==> src/rtl/uart_rx_ls_pkg.sv <==
package uart_rx_ls_pkg;
  localparam int unsigned STAT_W    = 8;
  localparam int unsigned STAT_DR_B = 0;
  localparam int unsigned STAT_OE_B = 1;
endpackage

==> src/rtl/rx_char_fifo.sv <==
module rx_char_fifo #(
  parameter int unsigned DW    = 8,
  parameter int unsigned DEPTH = 16,
  localparam int unsigned PW   = (DEPTH > 1) ? $clog2(DEPTH) : 1,
  localparam int unsigned CW   = $clog2(DEPTH + 1)
) (
  input  logic          clk_i,
  input  logic          rst_ni,
  input  logic          wr_en_i,
  input  logic [DW-1:0] wr_data_i,
  input  logic          rd_en_i,
  output logic [DW-1:0] head_o,
  output logic [CW-1:0] count_o,
  output logic          full_o,
  output logic          empty_o
);
  logic [DW-1:0] mem_q [DEPTH];
  logic [PW-1:0] wr_ptr_q, rd_ptr_q;
  logic [CW-1:0] count_q;

  function automatic logic [PW-1:0] nxt(input logic [PW-1:0] p);
    return (p == PW'(DEPTH - 1)) ? '0 : p + PW'(1);
  endfunction

  always_ff @(posedge clk_i) begin
    if (wr_en_i) mem_q[wr_ptr_q] <= wr_data_i;
  end

  always_ff @(posedge clk_i or negedge rst_ni) begin
    if (!rst_ni) begin
      wr_ptr_q <= '0;
      rd_ptr_q <= '0;
      count_q  <= '0;
    end else begin
      if (wr_en_i) wr_ptr_q <= nxt(wr_ptr_q);
      if (rd_en_i) rd_ptr_q <= nxt(rd_ptr_q);
      case ({wr_en_i, rd_en_i})
        2'b10:   count_q <= count_q + CW'(1);
        2'b01:   count_q <= count_q - CW'(1);
        default: count_q <= count_q;
      endcase
    end
  end

  assign head_o  = mem_q[rd_ptr_q];
  assign count_o = count_q;
  assign full_o  = (count_q == CW'(DEPTH));
  assign empty_o = (count_q == '0);


  no_overwrite_chk: assert property (@(posedge clk_i) disable iff (!rst_ni)
    wr_en_i |-> (!full_o || rd_en_i));

  no_underflow_chk: assert property (@(posedge clk_i) disable iff (!rst_ni)
    rd_en_i |-> !empty_o);
endmodule

==> src/rtl/rx_line_status.sv <==
module rx_line_status
  import uart_rx_ls_pkg::*;
(
  input  logic              clk_i,
  input  logic              rst_ni,
  input  logic              ovr_event_i,
  input  logic              stat_read_i,
  input  logic              not_empty_i,
  output logic [STAT_W-1:0] status_o
);
  logic ovr_q;

  // a new event wins over a same-cycle clear
  always_ff @(posedge clk_i or negedge rst_ni) begin
    if (!rst_ni)          ovr_q <= 1'b0;
    else if (ovr_event_i) ovr_q <= 1'b1;
    else if (stat_read_i) ovr_q <= 1'b0;
  end

  always_comb begin
    status_o            = '0;
    status_o[STAT_DR_B] = not_empty_i;
    status_o[STAT_OE_B] = ovr_q;
  end


  ovr_sticky_chk: assert property (@(posedge clk_i) disable iff (!rst_ni)
    status_o[STAT_OE_B] && !stat_read_i |=> status_o[STAT_OE_B]);

  ovr_wins_chk: assert property (@(posedge clk_i) disable iff (!rst_ni)
    ovr_event_i && stat_read_i |=> status_o[STAT_OE_B]);
endmodule

==> src/rtl/uart_rx_line_status.sv <==
module uart_rx_line_status
  import uart_rx_ls_pkg::*;
#(
  parameter int unsigned DW    = 8,
  parameter int unsigned DEPTH = 16,
  localparam int unsigned CW   = $clog2(DEPTH + 1)
) (
  input  logic              clk_i,
  input  logic              rst_ni,
  input  logic              char_valid_i,
  input  logic [DW-1:0]     char_data_i,
  input  logic              buf_read_i,
  input  logic              stat_read_i,
  output logic [DW-1:0]     buf_data_o,
  output logic [STAT_W-1:0] status_o
);
  logic [DW-1:0] head;
  logic [CW-1:0] count;
  logic          full, empty, pop, push, ovr_event;
  logic [DW-1:0] rd_data_q;

  assign pop       = buf_read_i && !empty;
  assign ovr_event = char_valid_i && full && !buf_read_i;
  assign push      = char_valid_i && !ovr_event;

  rx_char_fifo #(.DW(DW), .DEPTH(DEPTH)) i_fifo (
    .clk_i, .rst_ni,
    .wr_en_i(push), .wr_data_i(char_data_i), .rd_en_i(pop),
    .head_o(head), .count_o(count), .full_o(full), .empty_o(empty)
  );

  always_ff @(posedge clk_i or negedge rst_ni) begin
    if (!rst_ni)  rd_data_q <= '0;
    else if (pop) rd_data_q <= head;
  end
  assign buf_data_o = rd_data_q;

  rx_line_status i_stat (
    .clk_i, .rst_ni,
    .ovr_event_i(ovr_event), .stat_read_i(stat_read_i),
    .not_empty_i(!empty), .status_o(status_o)
  );


  ovr_set_chk: assert property (@(posedge clk_i) disable iff (!rst_ni)
    char_valid_i && full && !buf_read_i |=> status_o[STAT_OE_B]);

  ovr_keep_chk: assert property (@(posedge clk_i) disable iff (!rst_ni)
    char_valid_i && full && !buf_read_i |=> $stable(count));

  dr_set_chk: assert property (@(posedge clk_i) disable iff (!rst_ni)
    char_valid_i |=> status_o[STAT_DR_B]);

  full_rw_chk: assert property (@(posedge clk_i) disable iff (!rst_ni)
    char_valid_i && full && buf_read_i && !status_o[STAT_OE_B] |=> !status_o[STAT_OE_B] && full);

  empty_rd_chk: assert property (@(posedge clk_i) disable iff (!rst_ni)
    buf_read_i && empty |=> $stable(buf_data_o));
endmodule

==> config.mk <==
export PLATFORM = sky130hd
export DESIGN_NAME = uart_rx_line_status
export DESIGN_NICKNAME = d
export VERILOG_FILES = /design/src/rtl/uart_rx_ls_pkg.sv /design/src/rtl/rx_char_fifo.sv /design/src/rtl/rx_line_status.sv /design/src/rtl/uart_rx_line_status.sv
export SDC_FILE = /design/constraint.sdc
export NUM_CORES = 1
export LEC_CHECK = 0
export BUFFER_PORTS_ARGS = -buffer_cell sky130_fd_sc_hd__buf_4
export CAP_MARGIN = 20
export CORE_MARGIN = 2
export CORE_UTILIZATION = 61
export DETAILED_ROUTE_END_ITERATION = 10
export PLACE_DENSITY = 0.79
export SLEW_MARGIN = 20
export SYNTH_ARGS = -nofsm -noshare
export SYNTH_HDL_FRONTEND = slang
export SYNTH_SLANG_ARGS = --single-unit
==> constraint.sdc <==
create_clock -name clk_i -period 3.88 [get_ports clk_i]
set_clock_uncertainty 0.1 [all_clocks]
set_input_delay 0.194 -clock clk_i [delete_from_list [all_inputs] [get_ports clk_i]]
set_output_delay 0.194 -clock clk_i [all_outputs]
set_load 0.05 [all_outputs]
Word-level counts from Yosys, hierarchy flattened
Memory sizes are Yosys's and may differ from the RTL's. A register that Yosys moved wholly into a read port is not among the register bits.
Cells that the tools add are included.

operators by class
  $add $sub $neg = 4
  equality and inequality tests = 5
  multiplexer cells = 7
  reductions and logical operators = 11

operators with widths
  operator                                          number
  one-hot mux 5 bit (2 select lines)                1
  adder 4 x 1 -> 4 bit, second input constant       2
  == test 4 bit, second input constant              2
  two-way mux 4 bit                                 2
  adder 5 x 1 -> 5 bit, second input constant       1
  == test 5 bit, second input constant              1
  logical NOT 5 bit                                 1
  subtractor 5 x 1 -> 5 bit, second input constant  1
  logical AND 1 bit                                 4
  logical NOT 1 bit                                 4
  two-way mux 1 bit                                 4
  nonzero test 2 bit                                2
  == test 2 x 1 -> 1 bit, second input constant     1
  == test 2 bit, second input constant              1

word-level totals
  bits in registers = 14
  bits in writable memories = 128
  input bits = 13
  output and inout bits = 16
  word-level logic and storage cells = 32
  memories = 1

memory list
  memory        depth  width  rd ports  clocked after memory_dff  write ports  RTL line            text
  i_fifo.mem_q  16     8      1         1                         1            rx_char_fifo.sv:17  logic [DW-1:0] mem_q [DEPTH];

Logic depth before layout (Yosys ltp)
  word-level depth = 7
  mapped depth = 14
  gate-level depth less buffers = 10

Cells and area by module
A second synthesis with hierarchy kept.

second synthesis, totals
  cells, all modules = 339
  area total of the unflattened synthesis = 6164.7 µm²

by module, submodules not included
  module               times used  cells each  area each (µm²)
  rx_char_fifo         1           305         5698.0
  uart_rx_line_status  1           22          366.6
  rx_line_status       1           12          100.1

Least setup slack after synthesis
No wires, ideal clock.

  kind = flip-flop to flip-flop
  from = reg i_fifo.count_q[1] (netlist: i_fifo.count_o[1])
  to = reg i_fifo.count_q[4] (netlist: i_fifo.count_o[4])
  library setup time = 0.123 ns
  arrival time = 2.802 ns
  required time = 3.657 ns
  setup slack = 0.855 ns
  cell stages (with the launch flop) = 14
  path buffers = 3
  clock period less this slack = 3.025 ns
  cell sequence = dfrtp_1 > or4_1 > buf_2 > o31a_1 > buf_6 > inv_1 > ha_1 > clkbuf_1 > xor2_1 > ha_1 > o211a_1 > o31ai_1 > a31oi_1 > xnor2_1

on the way
  word-level cells in the longest chain between the ends = 7
  elaborated cells between the ends (all ways) = 14

ends and longest elaborated chain
  element                                                                          RTL line                   text
  from (decl)                                                                      rx_char_fifo.sv:19         logic [CW-1:0] count_q;
  from (signal assigned)                                                           rx_char_fifo.sv:38         2'b10: count_q <= count_q + CW'(1);
  from (signal assigned)                                                           rx_char_fifo.sv:39         2'b01: count_q <= count_q - CW'(1);
  from (signal assigned)                                                           rx_char_fifo.sv:40         default: count_q <= count_q;
  == test 5 bit                                                                    rx_char_fifo.sv:47         assign full_o = (count_q == CW'(DEPTH));
  logical AND 1 bit (2 in a row)                                                   uart_rx_line_status.sv:23  assign ovr_event = char_valid_i && full && !buf_read_i;
  logical NOT 1 bit                                                                uart_rx_line_status.sv:24  assign push = char_valid_i && !ovr_event;
  logical AND 1 bit                                                                uart_rx_line_status.sv:24
  == test 2 x 1 -> 1 bit / == test 2 bit (equally long branches)                   rx_char_fifo.sv:37         case ({wr_en_i, rd_en_i})
  one-hot mux 5 bit (2 select lines) / nonzero test 2 bit (equally long branches)  n/a

Several ways; a longest one is shown, not always the timed one.
A chain may end at the register's enable or synchronous reset.

Worst setup path after layout
Ends and elaborated chain as after synthesis.

==> impl_results.md <==
- Status: finished, final reports clean
- Initial DRC count: around 200
- Number of synthesized flops with an enable pin: between 100 and 150
- Final Hold Vio Count: 0
- PortBufs: 22
- Met3 usage in global routing: 0.0627
- Syn Std Cell Area: between 6000 and 7000 um2
- Total congestion overflow: 0
- Final Critical Period: roughly 3.4 ns
- Comb power frac: 0.278
- Synth top area cells: edfxtp_1 (63%), mux4_2 (12%), dfrtp_1 (9.0%), ha_1 (1.8%), mux2_2 (1.7%)
- Met2 Use GR: 0.387
- Sw Pwr: around 1.7 mW
- WP data required: ~4.2 ns
- # setup viols final: 0
- Internal Power: between 3 and 4 mW
- Root buf cell: clkbuf_8
- Std-Cell Core Area: ~10000 um2
- Vias in the first global route: about 3,300
- CTS buffer count: 17
- Setup_tns: 0 ns
- Worst-path maximum fanout: 21
- Clock group share of total power: 0.299
- Die Span Y: around 100 um
- CTS tree: done
- Share of power burned in registers: 0.423
- Cell taking the most area after synthesis: edfxtp_1
- Post-Syn Instances: around 330
- CTS clk-pin slew, worst paths: approximately 0.060 ns
- DRC Markers: 0
- Vias after detailed routing: 3,157
- RSZ-0062 raised after global routing: no
- Initial Utilization: 0.628
- Sequential area share after synthesis: 0.719
- Hold Path Class: primary input to flop
- Largest net degree at the start of global routing: 31
- Layout cells sized above 1: 0.280
- Critical path launch point type: flop
- H-tree depth: 4
- Crit path DAT: ~3.7 ns
- Total clock sinks: 150
- Kind of critical path: flop to flop
- Longest Clk Path Bufs: 2
- Fmax: ~0.30 GHz
- CTS resizes: 0
- Sw frac: 0.320
- Max VDD drop: 463 uV
- Multi-input logic area: 1550 um2
- FF+latch count, synth: 150
- Placed Instance Area: about 6400 um2
- Reg area: around 4400 um2
- GRT busiest layer: met2
- 1st-pass router iterations: 5
- Total track usage: 0.237
- Max-slew headroom: 0.321
- Final period utilization: 0.864
- First-pass GRT wire length: between 15,000 and 20,000 um
- Syn Area/Cell: around 18 um2
- Post-synth top cells: edfxtp_1 (128), mux4_2 (32), dfrtp_1 (22)
- Full die area: roughly 11,000 um2
- Insertion delay to the later sink of the worst-skew pair: around 0.53 ns
- LEAKAGE: approximately 2.4 nW
- FFs w/ async S/R, synth: 0.147
- FP Rows: 36
- Total of fill cells in the finished design: between 500 and 600
- CP endpoint kind: flop
- Fin area: between 7000 and 8000 um2
- Io pins: 29
- Worst setup margin: 0.527 ns
- Total Wirelength: 12,100 um
- N_diodes: 0
- Synth-to-layout area growth: 15.1%
- Post-CTS setup buffers: 0
- Count of cell types in the netlist: 40
- Share of the synthesized area in the top cell type: 0.629
- Pre-CTS WS: 0.594 ns
- Initial antenna violation count: 0
- DIE WIDTH: approximately 100 um
- Power consumption: around 5.2 mW
- Post-DP HPWL: just over 7000 um
- Wire length per cell: 23.4 um
- Vias per cell: a little over 6
- Cell Pwr Density: 746 nW/um2
- Slew Limit Fails: 0
- Count leader, synth: edfxtp_1
- Slew at the pin with the worst max-slew slack: 1.01 ns
- Layout Nets: a little under 400
- Placer's final routability congestion estimate: about 0.78
- Met1 GRT Util: 0.295
- Commonest register cell after synthesis: edfxtp_1
- Number of max-cap violations: 0
- Ys Warns: 0
- Antenna Nets Post-Route: 0
## layout make-up
type                    count  share of cell area
clock buffers              17              0.0589
clock inverters            14              0.0212
inverters                   6             0.00320
multi-input cells         154               0.221
flip-flops and latches    150               0.625
well taps                 133              0.0237
repair buffers             41              0.0473
## cells in the final DEF (no fill, tap or decap), drive strengths merged, types with 2 or more instances in the layout
cell           n
bufinv         2
nand2b         6
inv           11
o21ai          6
edfxtp       128
clkbuf        17
nand3          3
clkinv         4
o31ai          2
xor2           3
conb           6
o22ai         16
mux2          11
clkinvlp       3
a21oi         12
nor2          15
mux4          32
dlygate4sd3   11
xnor2          4
ha             9
nand2          8
nor3           5
a31oi          2
dfrtp         22
buf           30
## state kept, by name, indices dropped and copies added, names as in the netlist
name             flops
buf_data_o           8
i_fifo.count_o       5
i_fifo.mem_q       128
i_fifo.rd_ptr_q      4
i_fifo.wr_ptr_q      4
i_stat.ovr_q         1
## power by group through the flow
stage | Combinational (mW) | Clock, mW | Sequential [mW]
finish | 1.46 | 1.57 | 2.22
global placement | 1.39 | 0 | 2.23
detailed placement | 1.43 | 0 | 2.25
global route | 1.55 | 1.65 | 2.26
floorplan | 1.06 | 0 | 2.23
CTS | 1.46 | 1.59 | 2.22
## critical path: stages, from the launching register on
cell and delay (ns):
dfrtp_1 0.43, or4_1 0.65, o21a_1 0.52, ha_1 0.49, xor2_1 0.19, ha_1 0.23, o211a_1 0.21, o31ai_1 0.19
a31oi_1 0.08, xnor2_1 0.15
## kinds of logic (layout without fill, tap and decap cells)
family          Yosys count  after routing  share of synthesized area
xor+xnor                  7              7                     0.0100
mux                      43             43                      0.139
compound gates           47             47                     0.0489
simple gates             42             42                     0.0334
other cells               1              6                   0.000614
fa+ha+maj                 9              9                     0.0184
buf+inv                  34             78                     0.0301
flops                   150            150                      0.719
## final timing paths
| path | start | to | slack (ns) | cells past startpoint |
|---|---|---|---|---|
| setup / recovery | i_fifo.count_o[1]$_DFFE_PN0P_ | i_fifo.count_o[4]$_DFFE_PN0P_ | 0.53 | 9 |
| hold / removal | char_valid_i | i_fifo.wr_ptr_q[1]$_DFFE_PN0P_ | 0.13 | 3 |
| setup reg to reg | i_fifo.count_o[1]$_DFFE_PN0P_ | i_fifo.count_o[4]$_DFFE_PN0P_ | 0.53 | 9 |
| hold reg to reg | i_fifo.count_o[0]$_DFFE_PN0P_ | i_fifo.count_o[0]$_DFFE_PN0P_ | 0.44 | 1 |
| max in group asynchronous | rst_ni | i_fifo.rd_ptr_q[0]$_DFFE_PN0P_ | 3.16 | 3 |
| min in group asynchronous | rst_ni | buf_data_o[4]$_DFFE_PN0P_ | 0.16 | 3 |
## through the flow
step,utilization,hold WS [ns],cells
floorplan,-,-0.202,338
global placement,0.653,-0.0000599,472
detailed placement,0.653,0.0000480,472
CTS,0.723,0.0977,515
global route,0.723,0.146,515
finish,0.723,0.129,515
## per-layer routing
layer | wire [um] | part of all wire
met5 | 0 | 0
met3 | 806 | 0.067
met4 | 294 | 0.024
met1 | 4720 | 0.39
met2 | 6230 | 0.52
## timing repair
| item | CTS | global route |
|---|---|---|
| endpoints found under the setup margin | 0 | 0 |
| hold buffers | 12 | 0 |
| endpoints found under the hold margin | 151 | 0 |
No activity file was read; power rests on OpenSTA's default activity.
